## config.mk

```make
export PLATFORM = sky130hd
export DESIGN_NAME = alu16_core
export DESIGN_NICKNAME = d
export VERILOG_FILES = /design/src/rtl/alu16_pkg.sv /design/src/rtl/alu16_binadd.sv /design/src/rtl/alu16_bcdadd.sv /design/src/rtl/alu16_core.sv
export SDC_FILE = /design/constraint.sdc
export NUM_CORES = 1
export LEC_CHECK = 0
export BUFFER_PORTS_ARGS = -buffer_cell sky130_fd_sc_hd__buf_2
export CORE_MARGIN = 2
export CORE_UTILIZATION = 45
export DETAILED_ROUTE_END_ITERATION = 12
export PLACE_DENSITY_LB_ADDON = 0.2
export SYNTH_ARGS = -nofsm -noshare
export SYNTH_HDL_FRONTEND = slang
export SYNTH_SLANG_ARGS = --single-unit
```

## constraint.sdc

```tcl
create_clock -name vclk -period 12.8
set_clock_uncertainty 0.2 [all_clocks]
set_input_delay 1.92 -clock vclk [all_inputs]
set_output_delay 1.92 -clock vclk [all_outputs]
set_load 0.05 [all_outputs]
```

## src/rtl/alu16_pkg.sv

```systemverilog
// Shared definitions for the 16-bit ALU.
// Assumes a four-bit opcode; the numeric values are part of the block's interface.
package alu16_pkg;

    typedef enum logic [3:0] {
        OP_ADD  = 4'd0,
        OP_ADDC = 4'd1,
        OP_SUB  = 4'd2,
        OP_SUBC = 4'd3,
        OP_CMP  = 4'd4,
        OP_DADD = 4'd5,
        OP_BIT  = 4'd6,
        OP_BIC  = 4'd7,
        OP_BIS  = 4'd8,
        OP_XOR  = 4'd9,
        OP_AND  = 4'd10,
        OP_MOV  = 4'd11,
        OP_RRC  = 4'd12,
        OP_RRA  = 4'd13,
        OP_SWPB = 4'd14,
        OP_SXT  = 4'd15
    } alu_op_e;

endpackage

```

## src/rtl/alu16_binadd.sv

```systemverilog
// Binary adder with carry in, carry out and signed-overflow output.
// Assumes: W >= 2. The caller inverts b for subtraction.
module alu16_binadd #(
    parameter int W = 16
) (
    input  logic [W-1:0] a,
    input  logic [W-1:0] b,
    input  logic         cin,
    output logic [W-1:0] sum,
    output logic         cout,
    output logic         ovf
);
    // Full-width sum including the carry out.
    always_comb begin
        {cout, sum} = {1'b0, a} + {1'b0, b} + {{W{1'b0}}, cin};
    end

    // Overflow: equal input signs, different result sign.
    always_comb begin
        ovf = (a[W-1] == b[W-1]) && (sum[W-1] != a[W-1]);
    end
endmodule

```

## src/rtl/alu16_bcdadd.sv

```systemverilog
// Ripple packed-BCD adder of DIGITS four-bit decimal digits.
// Assumes every input digit is 0..9; other digits give an undefined sum.
// dcarry[i] is the decimal carry out of digit i.
module alu16_bcdadd #(
    parameter int DIGITS = 4,
    localparam int W = DIGITS * 4
) (
    input  logic [W-1:0]      a,
    input  logic [W-1:0]      b,
    input  logic              cin,
    output logic [W-1:0]      sum,
    output logic [DIGITS-1:0] dcarry
);
    logic [DIGITS:0] chain;
    assign chain[0] = cin;

    for (genvar g = 0; g < DIGITS; g++) begin : g_digit
        logic [4:0] raw;
        logic [4:0] fixed;
        // One decimal digit: binary add, then correct past nine.
        always_comb begin
            raw   = {1'b0, a[4*g +: 4]} + {1'b0, b[4*g +: 4]} + {4'b0, chain[g]};
            fixed = (raw > 5'd9) ? raw + 5'd6 : raw;
        end
        assign sum[4*g +: 4] = fixed[3:0];
        assign chain[g+1]    = (raw > 5'd9);
        assign dcarry[g]     = chain[g+1];

        // Digit range guard for valid BCD inputs.
        always_comb begin
            if (a[4*g +: 4] <= 4'd9 && b[4*g +: 4] <= 4'd9)
                a_r5_digit_in_range: assert (sum[4*g +: 4] <= 4'd9)
                    else $error("BCD digit %0d out of range", g);
        end
    end
endmodule

```

## src/rtl/alu16_core.sv

```systemverilog
// Combinational ALU for a 16-bit microcontroller datapath.
// Returns result, write-back request and V/N/Z/C next values with per-flag
// update enables. Byte mode works on the low half; SWPB and SXT are word-only.
// Assumes W is a multiple of 8 so both halves hold whole BCD digits.
module alu16_core
    import alu16_pkg::*;
#(
    parameter int W = 16
) (
    input  logic [W-1:0] src,
    input  logic [W-1:0] dst,
    input  logic         carry_in,
    input  logic [3:0]   op,
    input  logic         byte_mode,
    output logic [W-1:0] result,
    output logic         wr_en,
    output logic         flag_v,
    output logic         flag_n,
    output logic         flag_z,
    output logic         flag_c,
    output logic         upd_v,
    output logic         upd_n,
    output logic         upd_z,
    output logic         upd_c
);
    localparam int HALF  = W / 2;
    localparam int DIG   = W / 4;
    localparam int HDIG  = HALF / 4;

    alu_op_e    opc;
    logic       is_sub, word_only, sized_byte;
    logic [W-1:0] add_b;
    logic       add_cin;
    logic [W-1:0] sum_w;
    logic [HALF-1:0] sum_h;
    logic       co_w, co_h, ov_w, ov_h;
    logic [W-1:0] bcd_sum;
    logic [DIG-1:0] bcd_c;
    logic [W-1:0] raw;
    logic [W-1:0] sized;
    logic       msb_s, msb_d, lsb_d, zero;
    logic       v_raw, c_raw, c_is_notz, any_upd;

    assign opc = alu_op_e'(op);

    // Operand conditioning for the binary adders.
    always_comb begin
        is_sub  = (opc == OP_SUB) || (opc == OP_SUBC) || (opc == OP_CMP);
        add_b   = is_sub ? ~src : src;
        case (opc)
            OP_ADD:              add_cin = 1'b0;
            OP_SUB, OP_CMP:      add_cin = 1'b1;
            default:             add_cin = carry_in;
        endcase
        word_only  = (opc == OP_SWPB) || (opc == OP_SXT);
        sized_byte = byte_mode && !word_only;
    end

    alu16_binadd #(.W(W)) u_add_w (
        .a(dst), .b(add_b), .cin(add_cin),
        .sum(sum_w), .cout(co_w), .ovf(ov_w)
    );

    alu16_binadd #(.W(HALF)) u_add_h (
        .a(dst[HALF-1:0]), .b(add_b[HALF-1:0]), .cin(add_cin),
        .sum(sum_h), .cout(co_h), .ovf(ov_h)
    );

    alu16_bcdadd #(.DIGITS(DIG)) u_bcd (
        .a(dst), .b(src), .cin(carry_in),
        .sum(bcd_sum), .dcarry(bcd_c)
    );

    // Size-dependent operand bits used by shifts and flag rules.
    always_comb begin
        msb_s = sized_byte ? src[HALF-1] : src[W-1];
        msb_d = sized_byte ? dst[HALF-1] : dst[W-1];
        lsb_d = dst[0];
    end

    // Raw result, V and C per operation; C may be replaced by NOT Z later.
    always_comb begin
        raw       = '0;
        v_raw     = 1'b0;
        c_raw     = 1'b0;
        c_is_notz = 1'b0;
        any_upd   = 1'b1;
        wr_en     = 1'b1;
        case (opc)
            OP_ADD, OP_ADDC, OP_SUB, OP_SUBC, OP_CMP: begin
                raw   = sized_byte ? {{HALF{1'b0}}, sum_h} : sum_w;
                v_raw = sized_byte ? ov_h : ov_w;
                c_raw = sized_byte ? co_h : co_w;
                wr_en = (opc != OP_CMP);
            end
            OP_DADD: begin
                raw   = bcd_sum;
                c_raw = sized_byte ? bcd_c[HDIG-1] : bcd_c[DIG-1];
            end
            OP_BIT, OP_AND: begin
                raw       = src & dst;
                c_is_notz = 1'b1;
                wr_en     = (opc != OP_BIT);
            end
            OP_XOR: begin
                raw       = src ^ dst;
                v_raw     = msb_s & msb_d;
                c_is_notz = 1'b1;
            end
            OP_BIC: begin raw = ~src & dst; any_upd = 1'b0; end
            OP_BIS: begin raw = src | dst;  any_upd = 1'b0; end
            OP_MOV: begin raw = src;        any_upd = 1'b0; end
            OP_RRC: begin
                raw = {1'b0, dst[W-1:1]};
                if (sized_byte) raw[HALF-1] = carry_in;
                else            raw[W-1]    = carry_in;
                v_raw = carry_in & ~msb_d;
                c_raw = lsb_d;
            end
            OP_RRA: begin
                raw = {1'b0, dst[W-1:1]};
                if (sized_byte) raw[HALF-1] = msb_d;
                else            raw[W-1]    = msb_d;
                c_raw = lsb_d;
            end
            OP_SWPB: begin
                raw     = {dst[HALF-1:0], dst[W-1:HALF]};
                any_upd = 1'b0;
            end
            OP_SXT: begin
                raw       = {{HALF{dst[HALF-1]}}, dst[HALF-1:0]};
                c_is_notz = 1'b1;
            end
            default: ;
        endcase
    end

    // Apply operand size to the result.
    always_comb begin
        sized  = sized_byte ? {{HALF{1'b0}}, raw[HALF-1:0]} : raw;
        result = sized;
    end

    // Flag values and enables from the sized result.
    always_comb begin
        zero   = (sized == '0);
        upd_v  = any_upd;
        upd_n  = any_upd;
        upd_z  = any_upd;
        upd_c  = any_upd;
        flag_v = any_upd & v_raw;
        flag_n = any_upd & (sized_byte ? sized[HALF-1] : sized[W-1]);
        flag_z = any_upd & zero;
        flag_c = any_upd & (c_is_notz ? ~zero : c_raw);
    end

    // Guards on the combined outputs.
    always_comb begin
        if (upd_n)
            a_r4_n_is_msb: assert (flag_n == (sized_byte ? result[HALF-1] : result[W-1]))
                else $error("N does not follow result sign");
        if (upd_z)
            a_r4_z_is_zero: assert (flag_z == (sized_byte ? (result[HALF-1:0] == '0)
                                                          : (result == '0)))
                else $error("Z does not follow result");
        if (opc == OP_AND || opc == OP_BIT || opc == OP_XOR || opc == OP_SXT)
            a_r6_c_inverse_z: assert (flag_c == ~flag_z)
                else $error("C is not the inverse of Z");
        a_r7_quiet_flags_zero: assert ((upd_v || !flag_v) && (upd_n || !flag_n) &&
                                       (upd_z || !flag_z) && (upd_c || !flag_c))
            else $error("non-updated flag reads 1");
        if (byte_mode && !word_only)
            a_r10_byte_upper_clear: assert (result[W-1:HALF] == '0)
                else $error("byte result has upper bits set");
    end
endmodule

```

==> results of run 1 <==
-- Yosys cell counts (12+ instances only) --
library cell and instances:
nand2_1 43, ha_1 47, inv_1 50, nor2_1 42
xnor2_1 26, a21oi_1 44, o21ai_0 31, buf_2 13
nor3_1 25, xor2_1 16, a22oi_1 12, nand3_1 24
-- critical path, delay by kind of cell --
family | cells | cell delay, ns
adder cells (fa/ha/maj) | 9 | 3.47
AND/OR/NAND/NOR | 12 | 2.34
buffers and inverters | 7 | 0.81
AO/OA/AOI/OAI | 5 | 0.73
XOR/XNOR | 3 | 0.65
-- cells by family after synthesis --
family | share of synthesized area (%)
compound gates | 35.00
xor+xnor | 8.839
fa+ha+maj | 18.94
buf+inv | 10.76
mux | 1.744
simple gates | 24.71
-- metal layers --
metal,vias up,track usage [%]
met5,-,0
met3,28,3.064
met1,2240,40.11
li1,2263,-
met2,210,49.25
met4,0,3.899
-- layout make-up --
| type | count | area [sq um] | share of cell area, % |
|---|---|---|---|
| inverter | 54 | 205.2 | 4.658 |
| timing repair buffer | 67 | 345.3 | 7.839 |
| multi-input combinational | 509 | 3716 | 84.35 |
| tap | 111 | 138.9 | 3.153 |
-- where the power goes --
part	total, mW	switching [mW]	leakage (nW)	internal (mW)
Combinational	0.301	0.199	1.92	0.102
Sequential	0	0	0	0
Clock	0	0	0	0
Total	0.301	0.199	1.92	0.102
-- metrics by stage --
| step | area, sq um | hold WS, ns | worst slack (ns) |
|---|---|---|---|
| 2_1_floorplan | 4161 | 4.056 | 0.5234 |
| 3_3_place_gp | 4405 | 4.202 | 1.081 |
| 3_5_place_dp | 4405 | 4.200 | 0.8409 |
| 4_1_cts | 4405 | 4.202 | 0.8221 |
| 5_1_grt | 4405 | 4.239 | 0.1548 |
| 6_report | 4405 | 4.221 | 0.7201 |
-- worst paths after layout --
| path | startpoint | endpoint | slack [ns] | cells after the start |
|---|---|---|---|---|
| setup / recovery | src[0] | flag_z | 0.72 | 36 |
| hold / removal | carry_in | flag_v | 4.22 | 4 |
==> out/qor.yml, run 1 <==
critical_path:
  critPathMaxFanout: 5
  slowest_stage: "or4_1"
  worstSetupStartpointType: "input pin"
  critPathKind: "in2out"
  cpPeakStageDelay_ns: 0.59
  crit_path_end_kind: "output pin"
  cp.arrival_ns: 9.96
  crit_path_frequent_cell: "fa_1"
  critPathRequiredTime_ns: 10.68
detailed_routing:
  vias: 4741
  wl_met3_um: 1080
  drt_iter0_markers: 364
  wl_per_cell_um: 20.20
  ant_nets: 0
  drcViolationCount: 0
  wl_met2_um: 6900
  top_layer_used: "met4"
  postRouteWirelength_um: 14970
  vias_per_cell: 6.398
  wl_met1_um: 6711
  drtPass1Iterations: 5
synth:
  synthTopCellsByArea: "ha_1 (14%), xnor2_1 (5.5%), a21oi_1 (5.3%)"
  synth_top_area_share_pct: 14.13
  mappedNetlistArea_sq_um: 4161
  syn_inst: 597
  yosysTopAreaCell: "ha_1"
  synth_cell_types: 93
  yosysWarnings: 0
  synth_nets: 692
  postSynthAreaPerCell_sq_um: 6.971
  ys_seq_area_share_pct: 0
timing:
  slew_headroom_pct: 44.34
  finalHoldViolCount: 0
  rsz0062_at_grt: "no"
  drv_slew: 0
  finalSetupViolCount: 0
  max_freq_mhz: 82.78
  finalCriticalPeriod_ns: 12.08
  period_share_pct: 94.37
  tns_ns: 0
  worst_slew_pin_slew_ns: 0.8312
layout:
  layout.nets: 727
  drive_above_1_share_pct: 15.71
  area_growth_pct: 5.863
  fin_cells: 741
  fillers: 982
  clock_buffers: 0
  layout_commonest_cell: "buf_2"
  seq_area_sq_um: 0
  final_cell_mix: "buf_2 (63), inv_1 (50), ha_1 (47), a21oi_1 (44), nand2_1 (43)"
  seq_cell_count: 0
  antennaDiodeCount: 0
  final_util_pct: 48.37
placed_design:
  place_inst: 741
  numPortBuffers: 63
  hpwl_um: 11710
  gp_congestion: 0.9493
floorplanning:
  io_pins: 63
  die_area_sq_um: 10030
  rows: 35
  start_util_pct: 45.69
  die_h_um: 100.2
  die_w_um: 100.2
  core_sq_um: 9109
job:
  maxCapViolations: 0
global_route:
  grt_pass1_wl_um: 23090
  grt_usage_pct: 28.82
  grt_pass1_vias: 4322
  antenna_found_initial: 0
  overflow: 0
  grt_max_degree: 63
run_status:
  status: "completed"
power_and_ir_drop:
  power_mw: 0.3011
  p_per_area_nw_per_um2: 68.36
  p_leak_nw: 1.922
  ir_drop_v: 0.00004047
hold_path:
  hold_path_class: "in2out"
cts:
  cts_setup_buffers: 0
  cts_hold_buf: 0
  cts_resized: 0
Power figures use the tool's default switching activity.
==> run 2, diff against run 1 <==
clock period = 11.94 ns   (was 12.8 ns; I/O delays follow)
==> out/qor.yml, run 2 (same netlist as run 1, synthesis figures left out) <==
run_status:
  status: "completed"
critical_path:
  cp.arrival_ns: 9.56
  critPathMaxFanout: 5
  crit_path_frequent_cell: "fa_1"
  critPathKind: "in2out"
  slowest_stage: "or4_1"
  worstSetupStartpointType: "input pin"
  critPathRequiredTime_ns: 9.95
  cpLargestDelayFamily: "adder cells"
  cpPeakStageDelay_ns: 0.59
  critical_path_buf_inv_count: 8
  crit_path_end_kind: "output pin"
placed_design:
  place_inst: 740
  gp_congestion: 0.9670
  dpl_cell_area_sq_um: 4403
  hpwl_um: 11820
  numPortBuffers: 63
  post-place-ws_ns: 0.2063
power_and_ir_drop:
  p_per_area_nw_per_um2: 74.32
  p_leak_nw: 1.937
  ir_drop_v: 0.00004506
layout:
  drive_above_1_share_pct: 16.83
  final_cell_mix: "buf_2 (62), inv_1 (50), ha_1 (47), a21oi_1 (44), nand2_1 (42)"
  antennaDiodeCount: 0
  layout_commonest_cell: "buf_2"
  fin_cells: 741
  final_util_pct: 48.79
  layout.nets: 727
  seq_cell_count: 0
  clock_buffers: 0
  postLayoutCellArea_sq_um: 4444
  seq_area_sq_um: 0
  area_growth_pct: 6.795
cts:
  cts_hold_buf: 0
floorplanning:
  start_util_pct: 45.69
  core_sq_um: 9109
  die_h_um: 100.2
  die_w_um: 100.2
  rows: 35
  io_pins: 63
  die_area_sq_um: 10030
timing:
  finalSetupViolCount: 0
  finalCriticalPeriod_ns: 11.55
  fin_ws_ns: 0.3936
  worst_slew_pin_slew_ns: 1.177
  period_share_pct: 96.70
  max_freq_mhz: 86.61
  slew_headroom_pct: 21.24
  drv_slew: 0
  finalHoldViolCount: 0
  finalHoldWorstSlack_ns: 3.964
detailed_routing:
  drtPass1Iterations: 5
  vias_per_cell: 6.653
  vias: 4930
  wl_per_cell_um: 20.73
  ant_nets: 0
  drt_iter0_markers: 508
  drcViolationCount: 0
  postRouteWirelength_um: 15360
hold_path:
  hold_path_class: "in2out"
global_route:
  grt_pass1_wl_um: 24250
  grt_pass1_vias: 4625
  antenna_found_initial: 0
  grt_max_degree: 63
  grt_usage_pct: 30.03
  overflow: 0
job:
  maxCapViolations: 0
[run 2: worst min-delay path: stages]
cell and delay (ns):
buf_2 0.14, nand4_1 0.11, nand3_1 0.10, buf_2 0.23
[run 2: what timing repair did]
action	CTS	global route
hold endpoints to repair	0	0
endpoints found under the setup margin	0	2
setup buffers	0	1
resized for setup	0	9
[run 2: worst paths after layout]
path | startpoint | endpoint | slack (ns) | cells past startpoint
setup / recovery | src[0] | flag_c | 0.39 | 38
hold / removal | carry_in | flag_v | 3.96 | 4
[run 2: cell type report]
type,count,area [sq um]
multi-input cells,509,3752
fillers,942,4664
inverters,54,205.2
repair buffers,67,347.8
well taps,111,138.9
[run 2: report_power, final]
| part | leakage (nW) | total [mW] | internal (mW) | switching, mW |
|---|---|---|---|---|
| logic | 1.94 | 0.330 | 0.112 | 0.218 |
| clock network | 0 | 0 | 0 | 0 |
| registers | 0 | 0 | 0 | 0 |
| total | 1.94 | 0.330 | 0.112 | 0.218 |
[run 2: per-stage QoR]
stage / TNS [ns] / power, mW
final: 0 / 0.3303
after global routing: -0.01230 / 0.3565
after CTS: 0 / 0.3183
after detailed placement: 0 / 0.3173
after global placement: 0 / 0.3112
after floorplan: 0 / 0.2425
[run 2: per-layer routing]
| layer | global-route usage (%) | wire [um] | up-vias |
|---|---|---|---|
| met5 | 0 | 0 | - |
| met4 | 8.746 | 490 | 0 |
| met3 | 3.134 | 1354 | 52 |
| met2 | 50.49 | 6969 | 297 |
| met1 | 40.63 | 6550 | 2322 |
| li1 | - | - | 2259 |
